[src/rtl/irq_route_pkg.sv]
package irq_route_pkg;
  localparam int VEC_W  = 8;
  localparam int DEST_W = 8;
  localparam int DM_W   = 3;
  localparam int ENT_W  = VEC_W + DM_W + 4 + DEST_W;

  localparam logic [DM_W-1:0] DM_FIXED  = 3'b000;
  localparam logic [DM_W-1:0] DM_LOWPRI = 3'b001;
  localparam logic [DM_W-1:0] DM_EXTINT = 3'b111;

  localparam logic [DEST_W-1:0] DEST_ALL = '1;

  // packed from MSB to LSB: dest, mask, trig, pol, logical, dmode, vector
  typedef struct packed {
    logic [DEST_W-1:0] dest;
    logic              mask;
    logic              trig;
    logic              pol;
    logic              logical;
    logic [DM_W-1:0]   dmode;
    logic [VEC_W-1:0]  vector;
  } route_ent_t;
endpackage

[src/rtl/irq_edge_latch.sv]
module irq_edge_latch #(
  parameter int NPINS = 8
) (
  input  logic             clk,
  input  logic             rst_n,
  input  logic [NPINS-1:0] pin_in,
  input  logic [NPINS-1:0] clr,
  output logic [NPINS-1:0] pending
);
  logic [NPINS-1:0] pin_q;
  logic [NPINS-1:0] rise;

  assign rise = pin_in & ~pin_q;

  always_ff @(posedge clk) begin
    if (!rst_n) begin
      pin_q   <= '0;
      pending <= '0;
    end else begin
      pin_q   <= pin_in;
      pending <= (pending & ~clr) | rise;
    end
  end


  clr_pending_chk: assert property (@(posedge clk) disable iff (!rst_n)
    ((clr & ~pending) == '0) && $onehot0(clr));
endmodule

[src/rtl/irq_pick_lowest.sv]
module irq_pick_lowest #(
  parameter int N     = 8,
  localparam int IW   = (N > 1) ? $clog2(N) : 1
) (
  input  logic [N-1:0]  req,
  output logic [N-1:0]  gnt,
  output logic [IW-1:0] idx,
  output logic          any
);
  always_comb begin
    gnt = '0;
    idx = '0;
    for (int i = N - 1; i >= 0; i--) begin
      if (req[i]) begin
        gnt = '0;
        gnt[i] = 1'b1;
        idx = IW'(i);
      end
    end
    any = |req;
  end
endmodule

[src/rtl/irq_msg_resolve.sv]
module irq_msg_resolve
  import irq_route_pkg::*;
#(
  parameter int NCPU  = 4,
  parameter int LPC_W = 8,
  localparam int CW   = $clog2(NCPU + 1)
) (
  input  logic [VEC_W-1:0]       ent_vector,
  input  logic [DM_W-1:0]        ent_dmode,
  input  logic                   ent_logical,
  input  logic [DEST_W-1:0]      ent_dest,
  input  logic [NCPU*DEST_W-1:0] ldest_tbl,
  input  logic [VEC_W-1:0]       ext_vector,
  input  logic [CW-1:0]          active_cnt,
  input  logic [LPC_W-1:0]       lp_count,
  output logic [VEC_W-1:0]       out_vector,
  output logic [NCPU-1:0]        targets,
  output logic                   bad_mode,
  output logic                   lp_hit
);
  logic [NCPU-1:0]  act;
  logic [NCPU-1:0]  phys_t;
  logic [NCPU-1:0]  log_t;
  logic [NCPU-1:0]  lp_t;
  logic [CW-1:0]    mcount;
  logic [LPC_W-1:0] k;
  logic             is_lp;

  assign is_lp      = (ent_dmode == DM_LOWPRI);
  assign out_vector = (ent_dmode == DM_EXTINT) ? ext_vector : ent_vector;

  for (genvar c = 0; c < NCPU; c++) begin : g_cpu
    assign act[c]    = (int'(active_cnt) > c);
    assign phys_t[c] = act[c] &
                       ((ent_dest == DEST_ALL) || (ent_dest == DEST_W'(c)));
    assign log_t[c]  = act[c] & (|(ldest_tbl[c*DEST_W +: DEST_W] & ent_dest));
  end

  always_comb begin
    mcount = '0;
    for (int c = 0; c < NCPU; c++) mcount = mcount + CW'(log_t[c]);
  end

  assign k = (mcount != '0) ? (lp_count % LPC_W'(mcount)) : '0;

  always_comb begin
    logic [CW-1:0] seen;
    seen = '0;
    lp_t = '0;
    for (int c = 0; c < NCPU; c++) begin
      if (log_t[c]) begin
        if (LPC_W'(seen) == k) lp_t[c] = 1'b1;
        seen = seen + 1'b1;
      end
    end
  end

  assign bad_mode = is_lp & ~ent_logical;
  assign lp_hit   = is_lp & ent_logical & (mcount != '0);
  assign targets  = !ent_logical ? phys_t : (is_lp ? lp_t : log_t);
endmodule

[src/rtl/irq_redirector.sv]
module irq_redirector
  import irq_route_pkg::*;
#(
  parameter int NPINS = 8,
  parameter int NCPU  = 4,
  parameter int LPC_W = 8,
  localparam int CW   = $clog2(NCPU + 1),
  localparam int IW   = (NPINS > 1) ? $clog2(NPINS) : 1
) (
  input  logic                   clk,
  input  logic                   rst_n,
  input  logic [NPINS-1:0]       pin_in,
  input  logic [NPINS*ENT_W-1:0] route_tbl,
  input  logic [NCPU*DEST_W-1:0] ldest_tbl,
  input  logic [VEC_W-1:0]       ext_vector,
  input  logic [CW-1:0]          active_cnt,
  output logic                   msg_valid,
  input  logic                   msg_ready,
  output logic [VEC_W-1:0]       msg_vector,
  output logic [DM_W-1:0]        msg_dmode,
  output logic                   msg_logical,
  output logic                   msg_level,
  output logic                   msg_trigger,
  output logic [NCPU-1:0]        msg_targets,
  output logic                   lp_error
);
  logic [NPINS-1:0] pending;
  logic [NPINS-1:0] gnt;
  logic [NPINS-1:0] clr;
  logic [IW-1:0]    sel_idx;
  logic             any_pend;
  logic             slot_free;
  logic             serve;
  logic             load;
  route_ent_t       ent;
  logic [VEC_W-1:0] r_vector;
  logic [NCPU-1:0]  r_targets;
  logic             r_bad;
  logic             r_lp_hit;
  logic [LPC_W-1:0] lp_count;

  irq_edge_latch #(.NPINS(NPINS)) u_edge (
    .clk(clk), .rst_n(rst_n), .pin_in(pin_in), .clr(clr), .pending(pending)
  );

  irq_pick_lowest #(.N(NPINS)) u_pick (
    .req(pending), .gnt(gnt), .idx(sel_idx), .any(any_pend)
  );

  assign ent = route_ent_t'(route_tbl[int'(sel_idx)*ENT_W +: ENT_W]);

  irq_msg_resolve #(.NCPU(NCPU), .LPC_W(LPC_W)) u_resolve (
    .ent_vector(ent.vector), .ent_dmode(ent.dmode), .ent_logical(ent.logical),
    .ent_dest(ent.dest), .ldest_tbl(ldest_tbl), .ext_vector(ext_vector),
    .active_cnt(active_cnt), .lp_count(lp_count), .out_vector(r_vector),
    .targets(r_targets), .bad_mode(r_bad), .lp_hit(r_lp_hit)
  );

  assign slot_free = ~msg_valid | msg_ready;
  assign serve     = slot_free & any_pend;
  assign clr       = serve ? gnt : '0;
  assign load      = serve & ~ent.mask & ~r_bad;

  always_ff @(posedge clk) begin
    if (!rst_n) begin
      msg_valid   <= 1'b0;
      msg_vector  <= '0;
      msg_dmode   <= '0;
      msg_logical <= 1'b0;
      msg_level   <= 1'b0;
      msg_trigger <= 1'b0;
      msg_targets <= '0;
      lp_error    <= 1'b0;
      lp_count    <= '0;
    end else begin
      lp_error <= serve & ~ent.mask & r_bad;
      if (load) begin
        msg_valid   <= 1'b1;
        msg_vector  <= r_vector;
        msg_dmode   <= ent.dmode;
        msg_logical <= ent.logical;
        msg_level   <= ent.pol;
        msg_trigger <= ent.trig;
        msg_targets <= r_targets;
        if (r_lp_hit) lp_count <= lp_count + 1'b1;
      end else if (msg_ready) begin
        msg_valid <= 1'b0;
      end
    end
  end


  stall_hold_chk: assert property (@(posedge clk) disable iff (!rst_n)
    msg_valid && !msg_ready |=> msg_valid && $stable(msg_vector) &&
    $stable(msg_targets) && $stable(msg_dmode) && $stable(msg_logical));


  lp_single_chk: assert property (@(posedge clk) disable iff (!rst_n)
    msg_valid && msg_logical && (msg_dmode == DM_LOWPRI) |-> $onehot0(msg_targets));


  err_quiet_chk: assert property (@(posedge clk) disable iff (!rst_n)
    lp_error |-> !msg_valid);


  lpc_step_chk: assert property (@(posedge clk) disable iff (!rst_n)
    $past(rst_n) && (lp_count != $past(lp_count)) |->
    lp_count == $past(lp_count) + 1'b1);
endmodule

[config.mk]
export PLATFORM = sky130hd
export DESIGN_NAME = irq_redirector
export DESIGN_NICKNAME = d
export VERILOG_FILES = /design/src/rtl/irq_route_pkg.sv /design/src/rtl/irq_edge_latch.sv /design/src/rtl/irq_pick_lowest.sv /design/src/rtl/irq_msg_resolve.sv /design/src/rtl/irq_redirector.sv
export SDC_FILE = /design/constraint.sdc
export NUM_CORES = 1
export LEC_CHECK = 0
export BUFFER_PORTS_ARGS = -buffer_cell sky130_fd_sc_hd__buf_4
export CORE_MARGIN = 2
export CORE_UTILIZATION = 40
export CTS_BUF_LIST = sky130_fd_sc_hd__clkbuf_16
export DETAILED_ROUTE_END_ITERATION = 12
export GPL_TIMING_DRIVEN = 1
export PLACE_DENSITY = 0.84
export SETUP_SLACK_MARGIN = 0.15
export SYNTH_ARGS = -nofsm -noshare
export SYNTH_HDL_FRONTEND = slang
export SYNTH_HIERARCHICAL = 1
export SYNTH_SLANG_ARGS = --single-unit
[constraint.sdc]
create_clock -name clk -period 13.11 [get_ports clk]
set_clock_uncertainty 0.15 [all_clocks]
set_input_delay 0.6555 -clock clk [delete_from_list [all_inputs] [get_ports clk]]
set_output_delay 0.6555 -clock clk [all_outputs]
set_load 0.02 [all_outputs]
==> impl_metrics.yaml <==
clocking:
  numCtsBuffers: 5
  clock_sinks: 44
  tritoncts: "done"
  root_buffer: "clkbuf_16"
  clk_pin_slew_ns: 0.06
  cts_hold_buf: 0
  clkLatencyLatePin_ns: 0.29
  htreeDepth: 2
  clockBufferDepth: 2
timing:
  hold_viol: 0
  slew_headroom: 0.464
  period_share: 0.965
  slew_violations: 0
  fmax_ghz: 0.0791
  fin_crit_ns: 12.65
  setup_viol: 0
  tightest_slew_ns: 0.803
  setup_tns_ns: 0
  whs_ns: 0.324
  fin_ws_ns: 0.463
place:
  port_buffers: 257
  place_ws_ns: -0.199
  hpwlAfterDp_mm: 18.8
  placed_area_sq_mm: 0.00794
  gp_congestion: 1.03
global_route:
  grt_max_degree: 33
  overflow: 0
  met3_usage: 0.106
  grt_first_pass_wirelength_mm: 34.7
  grt.total_usage: 0.310
  busiest_layer: "met2"
  grtUsageMet2: 0.518
  grt_pass1_vias: 6338
  grt_use_met1: 0.384
  antenna_found_initial: 2
layout:
  fin_area_sq_mm: 0.00888
  synthToLayoutAreaGrowth_pct: 60.7
  fin_nets: 1169
  nFillCells: 1045
  drive_gt1_frac: 0.602
detailed_routing:
  drt_iter0_drc: 418
  vias: 6429
  wirelength_mm: 23.8
  postRouteAntennaNets: 0
  wire_per_inst_microns: 21.9
  dr.pass1.iters: 5
  via_per_inst: 5.92
  drc_errors: 0
yosys:
  yosys.area.top_type: "mux4_2"
  yosys-top-cells-count: "nor2_1, dfxtp_1, mux4_2"
  yosysSeqAreaShare: 0.159
  synth_area_per_cell_sq_um: 9.37
  synth-main-ff-cell: "dfxtp_1"
  synth_seq_cells: 44
  ys.warnings.count: 6
  synth-edff-count: 0
  syn_nets: 852
  synth_area_leaders: "mux4_2, dfxtp_1, mux2_2"
  synth_most_common_cell: "nor2_1"
  async_reset_ff_frac: 0
  synth_top_area_frac: 0.179
  synth_area_sq_mm: 0.00553
  syn_inst: 590
  synth.distinct_cells: 92
critical_path:
  start_kind: "flip-flop"
  cp.arrival_ns: 12.64
  worst_path_largest_cell_delay_ns: 0.53
  crit_fanout: 6
  critPathKind: "flip-flop to flip-flop"
  cpMaxStageDelayCell: "mux4_2"
  cpMostUsedCell: "a21oi_2"
  crit_path_end_kind: "flip-flop"
  critPathRequiredTime_ns: 13.10
outcome:
  status: "completed"
floorplanning:
  dieArea_sq_mm: 0.0148
  fp.coreArea_sq_mm: 0.0133
  start_util: 0.414
  die_height_microns: 122
  ios: 258
  rows: 42
  die_w_microns: 122
job:
  max_cap_viol_count: 0
hold_path:
  worstHoldPathType: "flip-flop to flip-flop"
-- routing by layer --
layer	vias to the layer above	wire length, microns
met4	0	684
met5	-	0
met1	3071	9090
met3	54	2660
met2	374	11400
li1	2930	-
-- cell families (layout without fill, tap and decap cells) --
family | count (synthesis) | count (layout) | share of synthesized area
buffers and inverters | 53 | 371 | 0.0432
XOR/XNOR | 20 | 20 | 0.0317
other | 0 | 2 | 0
AND/OR/NAND/NOR | 191 | 191 | 0.188
flip-flops | 44 | 44 | 0.159
adder cells (fa/ha/maj) | 24 | 24 | 0.0571
AO/OA/AOI/OAI | 156 | 156 | 0.221
multiplexers | 102 | 102 | 0.300
-- critical path: cells and delay by family (launching register included) --
| kind | cells | cell delay [ns] |
|---|---|---|
| compound gates | 26 | 4.79 |
| fa+ha+maj | 10 | 2.87 |
| simple gates | 15 | 2.06 |
| mux | 3 | 1.01 |
| buf+inv | 7 | 0.67 |
| xor+xnor | 4 | 0.57 |
| flops | 1 | 0.36 |
-- layout by cell type, fill, tap and decap left out, types with 9 or more instances in the layout --
cell / netlist / final
buf_4: 1 / 330
mux4_2: 44 / 44
nor2_1: 48 / 42
dfxtp_1: 44 / 39
mux2_2: 35 / 29
nand2_1: 27 / 23
nand2b_1: 22 / 22
a21oi_1: 31 / 22
inv_1: 25 / 21
mux2i_1: 18 / 18
ha_1: 22 / 14
and2_1: 13 / 13
and3_1: 13 / 12
xnor2_1: 13 / 11
nand3_1: 12 / 10
o21ai_0: 14 / 10
mux2_4: 3 / 9
a22oi_1: 17 / 9
-- through the flow --
stage,utilization,std cells
detailed placement,0.595,1032
global route,0.665,1085
CTS,0.623,1051
finish,0.665,1086
floorplan,-,590
global placement,0.595,1032
-- area by class of cell --
class | count | area, sq um | share of cell area
multi-input cells | 493 | 4900 | 0.551
repair buffers | 336 | 2590 | 0.292
flip-flops and latches | 44 | 887 | 0.0999
well taps | 176 | 220 | 0.0248
clock buffers | 5 | 125 | 0.0141
inverters | 27 | 104 | 0.0117
clock inverters | 3 | 47.5 | 0.00535
diodes | 2 | 5.00 | 0.000564
-- flip-flops by register name, indices dropped and copies added, names as in the netlist --
register / cells
lp_count: 8
msg_vector: 8
u_edge/pending: 8
u_edge/pin_q: 8
msg_targets: 4
msg_dmode: 3
lp_error: 1
msg_level: 1
msg_logical: 1
msg_trigger: 1
msg_valid: 1
-- path summary, 6_finish.rpt --
check	to	from	cells after the start	slack, ns
setup / recovery	msg_targets[2]	u_edge/pending[7]	65	0.46
hold / removal	msg_trigger	msg_trigger	2	0.32
setup reg to reg	msg_targets[2]	u_edge/pending[7]	65	0.46
hold reg to reg	msg_trigger	msg_trigger	2	0.32
-- timing repair --
action | in CTS | in global routing
resized for setup | 24 | 63
endpoints found under the setup margin | 4 | 4
gates cloned | 2 | 0
pin swaps | 12 | 57
buffers inserted | 9 | 33
hold endpoints to repair | 0 | 0
Power is not shown: default switching activity piles up to over one toggle a cycle in this logic, so the estimate is an artifact.
